`src/rtl/lf_pkg.sv`:
```
package lf_pkg;
  localparam int LF_DW  = 26;
  localparam int LF_PEW = 8;
  localparam int LF_SHW = 2;

  typedef enum logic {
    MODE_ACQ   = 1'b0,
    MODE_TRACK = 1'b1
  } lf_mode_e;
endpackage

```
`src/rtl/lf_sat_add.sv`:
```
module lf_sat_add #(
  parameter int DW = lf_pkg::LF_DW
) (
  input  logic signed [DW-1:0] a_i,
  input  logic signed [DW-1:0] b_i,
  output logic signed [DW-1:0] y_o
);
  localparam logic signed [DW-1:0] MAXV = {1'b0, {(DW-1){1'b1}}};
  localparam logic signed [DW-1:0] MINV = {1'b1, {(DW-1){1'b0}}};

  logic signed [DW:0] wide;

  always_comb begin
    wide = {a_i[DW-1], a_i} + {b_i[DW-1], b_i};
    if (wide[DW] != wide[DW-1]) begin
      y_o = wide[DW] ? MINV : MAXV;
    end else begin
      y_o = wide[DW-1:0];
    end
  end
endmodule

```
`src/rtl/lf_prop_path.sv`:
```
module lf_prop_path #(
  parameter int DW  = lf_pkg::LF_DW,
  parameter int PEW = lf_pkg::LF_PEW,
  parameter int SHW = lf_pkg::LF_SHW
) (
  input  logic                  clk,
  input  logic                  rst_n,
  input  lf_pkg::lf_mode_e      mode_i,
  input  logic [PEW-1:0]        err_i,
  input  logic [SHW-1:0]        shift_i,
  input  logic [DW-1:0]         beta_i,
  output logic signed [DW-1:0]  prop_o,
  output logic                  err_neg_o
);
  localparam int SB = PEW - 1;

  logic signed [DW-1:0] err_ext;
  logic signed [DW-1:0] acq_term;
  logic signed [DW-1:0] trk_term;

  always_comb begin
    err_neg_o = err_i[SB];
    err_ext   = {{(DW-PEW){err_i[SB]}}, err_i};
    acq_term  = err_ext >>> shift_i;
    trk_term  = err_neg_o ? -$signed(beta_i) : $signed(beta_i);
    prop_o    = (mode_i == lf_pkg::MODE_TRACK) ? trk_term : acq_term;
  end

  // with a non-zero magnitude the tracking term carries the error's sign
  p_track_sign_r4: assert property (@(posedge clk) disable iff (!rst_n)
    (mode_i == lf_pkg::MODE_TRACK && beta_i != '0 && !beta_i[DW-1])
      |-> (prop_o[DW-1] == err_i[SB]))
    else $error("tracking proportional sign wrong");

  // acquisition term never exceeds the error magnitude and keeps its sign
  p_acq_sign_r3: assert property (@(posedge clk) disable iff (!rst_n)
    (mode_i == lf_pkg::MODE_ACQ) |-> (prop_o[DW-1] == err_i[SB]))
    else $error("acquisition term sign wrong");
endmodule

```
`src/rtl/lf_integrator.sv`:
```
module lf_integrator #(
  parameter int DW = lf_pkg::LF_DW
) (
  input  logic                 clk,
  input  logic                 rst_n,
  input  logic                 clr_i,
  input  logic                 en_i,
  input  logic                 accum_on_i,
  input  logic                 step_neg_i,
  input  logic [DW-1:0]        alpha_i,
  input  logic                 load_i,
  input  logic signed [DW-1:0] load_val_i,
  output logic signed [DW-1:0] integ_d_o,
  output logic signed [DW-1:0] integ_q_o
);
  localparam logic signed [DW-1:0] MAXV = {1'b0, {(DW-1){1'b1}}};
  localparam logic signed [DW-1:0] MINV = {1'b1, {(DW-1){1'b0}}};

  logic signed [DW-1:0] step;
  logic signed [DW-1:0] summed;

  always_comb begin
    step = step_neg_i ? -$signed(alpha_i) : $signed(alpha_i);
  end

  lf_sat_add #(.DW(DW)) u_acc_add (
    .a_i (integ_q_o),
    .b_i (step),
    .y_o (summed)
  );

  always_comb begin
    if (clr_i) begin
      integ_d_o = '0;
    end else if (load_i) begin
      integ_d_o = load_val_i;
    end else if (en_i && accum_on_i) begin
      integ_d_o = summed;
    end else begin
      integ_d_o = integ_q_o;
    end
  end

  always_ff @(posedge clk or negedge rst_n) begin
    if (!rst_n) begin
      integ_q_o <= '0;
    end else begin
      integ_q_o <= integ_d_o;
    end
  end

  // no enable, no load, no clear -> integrator holds
  p_hold_idle_r11: assert property (@(posedge clk) disable iff (!rst_n)
    (!en_i && !load_i && !clr_i) |=> $stable(integ_q_o))
    else $error("integrator moved without enable");

  // acquisition updates leave the integrator alone
  p_acq_hold_r2: assert property (@(posedge clk) disable iff (!rst_n)
    (en_i && !accum_on_i && !load_i && !clr_i) |=> $stable(integ_q_o))
    else $error("integrator moved in acquisition");

  // a load wins over accumulation
  p_load_wins_r10: assert property (@(posedge clk) disable iff (!rst_n)
    (load_i && !clr_i) |=> (integ_q_o == $past(load_val_i)))
    else $error("load did not reach integrator");

  // upward steps at the top limit stay there
  p_sat_top_r6: assert property (@(posedge clk) disable iff (!rst_n)
    (en_i && accum_on_i && !step_neg_i && !alpha_i[DW-1] && !load_i && !clr_i
      && integ_q_o == MAXV) |=> (integ_q_o == MAXV))
    else $error("integrator wrapped at top");

  // downward steps at the bottom limit stay there
  p_sat_bot_r6: assert property (@(posedge clk) disable iff (!rst_n)
    (en_i && accum_on_i && step_neg_i && !alpha_i[DW-1] && !load_i && !clr_i
      && integ_q_o == MINV) |=> (integ_q_o == MINV))
    else $error("integrator wrapped at bottom");
endmodule

```
`src/rtl/bbpll_loop_filter.sv`:
```
module bbpll_loop_filter #(
  parameter int DW  = lf_pkg::LF_DW,
  parameter int PEW = lf_pkg::LF_PEW,
  parameter int SHW = lf_pkg::LF_SHW
) (
  input  logic           clk,
  input  logic           rst_n,
  input  logic           sync_clr,
  input  logic           ref_en,
  input  logic           track_mode,
  input  logic [PEW-1:0] phase_err,
  input  logic [SHW-1:0] acq_shift,
  input  logic [DW-1:0]  alpha,
  input  logic [DW-1:0]  beta,
  input  logic           store_req,
  input  logic           load_req,
  output logic [DW-1:0]  dco_code
);
  lf_pkg::lf_mode_e     mode;
  logic signed [DW-1:0] prop;
  logic                 err_neg;
  logic signed [DW-1:0] integ_d;
  logic signed [DW-1:0] integ_q;
  logic signed [DW-1:0] out_sum;
  logic signed [DW-1:0] dco_q;
  logic signed [DW-1:0] dco_d;
  logic signed [DW-1:0] hold_q;
  logic signed [DW-1:0] hold_d;

  always_comb begin
    mode = track_mode ? lf_pkg::MODE_TRACK : lf_pkg::MODE_ACQ;
  end

  lf_prop_path #(.DW(DW), .PEW(PEW), .SHW(SHW)) u_prop (
    .clk       (clk),
    .rst_n     (rst_n),
    .mode_i    (mode),
    .err_i     (phase_err),
    .shift_i   (acq_shift),
    .beta_i    (beta),
    .prop_o    (prop),
    .err_neg_o (err_neg)
  );

  lf_integrator #(.DW(DW)) u_integ (
    .clk        (clk),
    .rst_n      (rst_n),
    .clr_i      (sync_clr),
    .en_i       (ref_en),
    .accum_on_i (mode == lf_pkg::MODE_TRACK),
    .step_neg_i (err_neg),
    .alpha_i    (alpha),
    .load_i     (load_req),
    .load_val_i (hold_q),
    .integ_d_o  (integ_d),
    .integ_q_o  (integ_q)
  );

  lf_sat_add #(.DW(DW)) u_out_add (
    .a_i (integ_d),
    .b_i (prop),
    .y_o (out_sum)
  );

  always_comb begin
    if (sync_clr) begin
      dco_d  = '0;
      hold_d = '0;
    end else begin
      dco_d  = ref_en ? out_sum : dco_q;
      hold_d = store_req ? dco_q : hold_q;
    end
  end

  always_ff @(posedge clk or negedge rst_n) begin
    if (!rst_n) begin
      dco_q  <= '0;
      hold_q <= '0;
    end else begin
      dco_q  <= dco_d;
      hold_q <= hold_d;
    end
  end

  assign dco_code = dco_q;

  // synchronous clear empties every register
  p_clear_r12: assert property (@(posedge clk) disable iff (!rst_n)
    sync_clr |=> (dco_q == '0 && hold_q == '0 && integ_q == '0))
    else $error("sync clear incomplete");

  // capture takes the code present before the edge
  p_store_r8: assert property (@(posedge clk) disable iff (!rst_n)
    (store_req && !sync_clr) |=> (hold_q == $past(dco_q)))
    else $error("capture mismatch");

  // output stands still without an enable
  p_out_idle_r11: assert property (@(posedge clk) disable iff (!rst_n)
    (!ref_en && !sync_clr) |=> $stable(dco_q))
    else $error("output moved without enable");
endmodule

```
`config.mk`:
```
export PLATFORM = sky130hd
export DESIGN_NAME = bbpll_loop_filter
export DESIGN_NICKNAME = d
export VERILOG_FILES = /design/src/rtl/lf_pkg.sv /design/src/rtl/lf_sat_add.sv /design/src/rtl/lf_prop_path.sv /design/src/rtl/lf_integrator.sv /design/src/rtl/bbpll_loop_filter.sv
export SDC_FILE = /design/constraint.sdc
export NUM_CORES = 1
export LEC_CHECK = 0
export CAP_MARGIN = 20
export CORE_ASPECT_RATIO = 0.75
export CORE_MARGIN = 2
export CORE_UTILIZATION = 40
export CTS_CLUSTER_SIZE = 24
export DETAILED_ROUTE_END_ITERATION = 16
export SYNTH_ARGS = -nofsm -noshare
export SYNTH_HDL_FRONTEND = slang
export SYNTH_SLANG_ARGS = --single-unit
export TNS_END_PERCENT = 1
```
`constraint.sdc`:
```
create_clock -name clk -period 16.2 [get_ports clk]
set_input_delay 1.62 -clock clk [delete_from_list [all_inputs] [get_ports clk]]
set_output_delay 1.62 -clock clk [all_outputs]
set_load 0.005 [all_outputs]
```
# Word level (Yosys, flattened, before mapping)
# Index checks and enable logic that the tools add are counted.
[totals] regBits=78 in_bits=69 out_inout_bits=26 word_cells=28
[classes] addsub=4 n_eq_ne=2 n_shift=1 muxes=15 reduce_logical=3
[op_table] cell="$mux 26" count=14
[op_table] cell="$add 26x26->27" count=2
[op_table] cell="$neg 26->26" count=2
[op_table] cell="$sshr 8x2->26" count=1
[op_table] cell="$reduce_bool 2->1" count=2
[op_table] cell="$ne 1x1->1" count=2
[op_table] cell="$logic_and 1x1->1" count=1
[op_table] cell="$mux 1" count=1

# Longest topological paths before layout
[logic_depth] depth_word=13 depth_mapped=37

# Hierarchy
# A second synthesis with hierarchy kept.
[hier_totals] hier_cells=1082 area_unflattened_um2=9120.0
[by_module_without_submodules] module="bbpll_loop_filter" instances=1 cells_each=168 area_per_inst_um2=2145.8 seq_area_each_um2=1301.2
[by_module_without_submodules] module="lf_sat_add at u_integ.u_acc_add" instances=1 cells_each=305 area_per_inst_um2=2092.0 seq_area_each_um2=0.0
[by_module_without_submodules] module="lf_integrator" instances=1 cells_each=191 area_per_inst_um2=1936.9 seq_area_each_um2=650.6
[by_module_without_submodules] module="lf_sat_add at u_out_add" instances=1 cells_each=246 area_per_inst_um2=1801.7 seq_area_each_um2=0.0
[by_module_without_submodules] module="lf_prop_path" instances=1 cells_each=172 area_per_inst_um2=1143.6 seq_area_each_um2=0.0

# Worst setup path before layout
# No wires, ideal clock.
[synth_timing] kind="input-to-reg" start="input port alpha[6]" end="register dco_q[10] (netlist: dco_code[10])" setup_ns=0.126 arrival_time_ns=8.623 required_time_ns=16.074 path_slack_ns=7.451 stages=31 path_buffers=2 cell_sequence="or4_1 -> or4_1 -> o41ai_1 -> nand2_1 -> xor2_1 -> ha_1 -> nand4_4 -> or2_4 -> nor2b_1 -> or4_4 -> o21ai_2 -> nand2_1 -> or2_2 -> clkbuf_1 -> a211oi_1 -> a21oi_1 -> nor2_1 -> a21oi_1 -> nor2_1 -> ha_1 -> o21a_1 -> o21ai_0 -> nand2b_1 -> nand2_1 -> or4_1 -> o21a_1 -> o31ai_1 -> xor2_1 -> o21a_2 -> buf_6 -> a221o_1"
[synth_via] elab_chain_cells=13 elab_cells_between_ends=15
[synth_lines] item="start, declared" line_no="bbpll_loop_filter.sv:13" rtl="input logic [DW-1:0] alpha,"
[synth_lines] item="$neg 26->26" line_no="lf_integrator.sv:23" rtl="step = step_neg_i ? -$signed(alpha_i) : $signed(alpha_i);"
[synth_lines] item="$mux 26 (*)" line_no="lf_integrator.sv:23"
[synth_lines] item="$add 26x26->27 (*)" line_no="lf_sat_add.sv:14" rtl="wide = {a_i[DW-1], a_i} + {b_i[DW-1], b_i};"
[synth_lines] item="$mux 26 / $ne 1x1->1 (equally long branches)" line_no="lf_sat_add.sv:16, lf_sat_add.sv:15"
[synth_lines] item="$mux 26 (*)" line_no="lf_sat_add.sv:15" rtl="if (wide[DW] != wide[DW-1]) begin"
[synth_lines] item="$mux 26 (*)" line_no="lf_integrator.sv:37" rtl="end else if (en_i && accum_on_i) begin"
[synth_lines] item="$mux 26 (*)" line_no="lf_integrator.sv:35" rtl="end else if (load_i) begin"
[synth_lines] item="$mux 26 (*)" line_no="lf_integrator.sv:33" rtl="if (clr_i) begin"
[synth_lines] item="named net integ_d[6]" line_no="bbpll_loop_filter.sv:22" rtl="logic signed [DW-1:0] integ_d;"
[synth_lines] item="$add 26x26->27 (*)" line_no="lf_sat_add.sv:14"
[synth_lines] item="$mux 26 / $ne 1x1->1 (equally long branches)" line_no="lf_sat_add.sv:16, lf_sat_add.sv:15"
[synth_lines] item="$mux 26 (*)" line_no="lf_sat_add.sv:15"
[synth_lines] item="$mux 26 (*)" line_no="bbpll_loop_filter.sv:70" rtl="dco_d = ref_en ? out_sum : dco_q;"
[synth_lines] item="$mux 26 (*)" line_no="bbpll_loop_filter.sv:66" rtl="if (sync_clr) begin"
[synth_lines] item="end signal, assigned" line_no="bbpll_loop_filter.sv:80" rtl="dco_q <= dco_d;"
[synth_lines] item="end, declared" line_no="bbpll_loop_filter.sv:25" rtl="logic signed [DW-1:0] dco_q;"
# Mark *: on every way through the listed nets, which the timed path passes. The rest lies on a longest branch. The select of a mux whose other input is x is not followed.
# A chain may end at the register's enable or synchronous reset.

# Worst setup path after layout
[layout_timing] start="input port alpha[6]" end="register dco_q[2] (netlist: dco_code[2])"
# Same word-level chain as after synthesis.

==> results.md <==
* Status: complete, no violations
* Worst Hold Launch: hold_q[12]$_DFFE_PN0P_
* Reg2reg start: u_integ.integ_q_o[0]$_DFF_PN0_
* Post-CTS resize count at 0
* Worst setup EP type: flip-flop
* Slowest stage cell, crit path: and3_1
* Number of CTS-inserted buffers at 9
* Clk_lat worst skew at 0.34 ns
* H-tree levels at 3
* Largest net degree at the start of global routing at 79
* Core area at 0.01938 mm2
* Register share of total power at 0.307
* Worst Clk Skew at 0.007981 ns
* Prevailing post-synth register cell: dfrtp_1
* Port Buffers at 94
* Clock sinks at 78
* Critical Path RT at 16.47 ns
* Fill count at 1912
* Util after Layout at 0.4835
* Combinational share of power at 0.409
* Max-Cap Viols at 0
* Final wirelength at 22.87 mm
* Reg area at 0.001952 mm2
* Commonest non-fill, non-tap cells in the layout: 124 x a21oi_1, 109 x nor2_1, 90 x clkdlybuf4s50_1
* Post-DR vias/cell at 5.892
* Final Hold Fails at 0
* Rows at 44
* Worst vdd rail ir drop at 0.04822 mV
* Setup violations, final at 0
* Wirelength per Cell at 17.66 um
* Worst-margin pin slew at 1.032 ns
* Post-Syn Nets at 1097
* Nets at 1164
* Register bit total from synthesis at 78
* Cts hold-fix bufs at 0
* Yosys cell types at 77
* Launch point of the critical path: alpha[6]
* PwrDens at 83.16 mW/mm2
* Number of diodes at 0
* Most common library cell in the layout ignoring fill and taps: a21oi_1
* Post-CTS setup buffers at 0
* Worst hold slack at 0.5238 ns
* Post-synthesis sequential area ratio at 0.2459
* Kind of start point of the critical path: primary input
* Area Overhead vs Synth at 18.03%
* Area of the multi-input gates at 0.005688 mm2
* Die X-Extent at 166.7 um
* Cell Int Power at 502.7 uW
* RSZ-0062 raised after global routing: no
* Vias in the first global route at 7195
* Initial Utilization at 0.4097
* Cell Area, Synth at 0.007939 mm2
* Vias post-DR at 7630
* Arrival @ worst endpoint at 10.39 ns
* Pins Over Slew Limit at 0
* Slew HR at 0.3120
* Switch share at 0.3549
* Final ANT Viol Nets at 0
* Crit share post-route at 0.6247
* Die Outline Area at 0.02100 mm2
* GRT overflow at 0
* Iter 0 DRT Violations at 686
* CP max FO at 25
* 1st-pass router iterations at 5
* # DRC at 0
* Post-synthesis average cell area at 8.176 um2
* Clock power share at 0.284
* Hold Crit Class: reg -> reg
* Kind of critical path: in -> reg
* Crit path largest cell delay at 0.87 ns
* IO Count at 95
* Die H at 126.0 um
* Sw Pwr at 276.5 uW
* Reg clk slew, reported paths at 0.06 ns
* Pleak at 3.991 nW
* All-Layer GR Usage at 0.2193
* Placer Congestion at 0.9144
* CTS tree: yes
* Initial antenna violation count at 0
* Share of cells above drive strength 1 at 0.05854
* Fmax achieved at 0.09882 GHz
* Synthesized instance count at 971
* Setup TNS at 0 ns
* Ys async rst share at 1.000
* Minimum clock period at 10.12 ns
* Yosys warning total at 0
* Max Root-Sink Buffers at 2
* Number of flops mapped to enable cells by yosys at 0
* First-pass GRT wire length at 37.65 mm
* CTS root buf: clkbuf_16
* DP HPWL at 17.71 mm
==> power by group through the flow <==
stage	combinational, mW	sequential [mW]	clock, mW
floorplan	0.214	0.234	0
global placement	0.313	0.243	0
detailed placement	0.315	0.242	0
CTS	0.317	0.239	0.224
global route	0.354	0.242	0.233
finish	0.319	0.239	0.222
==> per-layer routing <==
layer / track usage / share of wire / vias to the layer above
met1: 0.3331 / 0.50 / 3609
li1: - / - / 3763
met5: 0 / 0 / -
met3: 0.03426 / 0.052 / 25
met4: 0.04108 / 0.014 / 0
met2: 0.3308 / 0.43 / 233
==> area by class of cell <==
type,count,share of cell area
Tap cell,253,0.03378
Clock inverter,4,0.007478
Timing Repair Buffer,103,0.1076
Clock buffer,11,0.02697
Sequential cell,78,0.2083
Multi-Input combinational cell,824,0.6070
Inverter,22,0.008813
==> metrics by stage <==
step,power [mW],std cells,instance area (um2),setup slack [ns]
3_5_place_dp,0.5573,1278,9015,5.543
6_report,0.7792,1295,9370,6.080
3_3_place_gp,0.5560,1278,9015,5.833
5_1_grt,0.8287,1295,9370,5.426
4_1_cts,0.7808,1293,9338,5.826
2_1_floorplan,0.4479,971,7939,7.451
==> sequential cells by signal (all words and copies together), names as in the netlist <==
name               cells
dco_code              26
hold_q                26
u_integ.integ_q_o     26
==> Yosys cell counts (all sizes together), types with 7 or more instances <==
master,number,area (um2)
a21oi,126,638.1
nor2,109,409.1
dfrtp,78,1952
nand2,73,281.5
ha,55,688.2
o21ai,53,269.0
xnor2,48,420.4
clkbuf,34,127.6
nand3,33,165.2
a221o,30,300.3
mux2i,30,300.3
xor2,26,227.7
inv,22,82.58
o31ai,20,150.1
a21o,18,135.1
nand2b,17,106.4
nor3,17,85.08
buf,13,88.83
a211oi,12,105.1
nor2b,10,62.56
o21a,10,76.32
o21bai,10,75.07
o41ai,10,106.4
and2,9,58.81
nor4,9,92.59
or3,8,55.05
or4,8,63.81
nand4,7,58.81
o211ai,7,57.55
==> critical path: cells and delay by family <==
family | cells | cell delay (ns)
AO/OA/AOI/OAI | 10 | 2.24
buffers and inverters | 2 | 0.71
XOR/XNOR | 2 | 0.36
AND/OR/NAND/NOR | 14 | 4.57
adder cells (fa/ha/maj) | 2 | 0.84
==> kinds of logic after synthesis <==
family,after synthesis,synth area share
buf+inv,69,0.03767
fa+ha+maj,63,0.09929
simple gates,320,0.2016
xor+xnor,74,0.08164
flops,78,0.2459
mux,36,0.05343
compound gates,331,0.2805
==> final timing paths <==
kind,to,slack (ns),depth (start not counted)
setup / recovery,dco_code[2]$_DFFE_PN0P_,6.08,30
setup reg to reg,dco_code[2]$_DFFE_PN0P_,9.46,26
min in group asynchronous,u_integ.integ_q_o[22]$_DFF_PN0_,1.10,1
max in group asynchronous,u_integ.integ_q_o[9]$_DFF_PN0_,14.52,2
hold / removal,hold_q[12]$_DFFE_PN0P_,0.52,2
hold reg to reg,hold_q[12]$_DFFE_PN0P_,0.52,2
No activity file was read; power rests on OpenSTA's default activity.
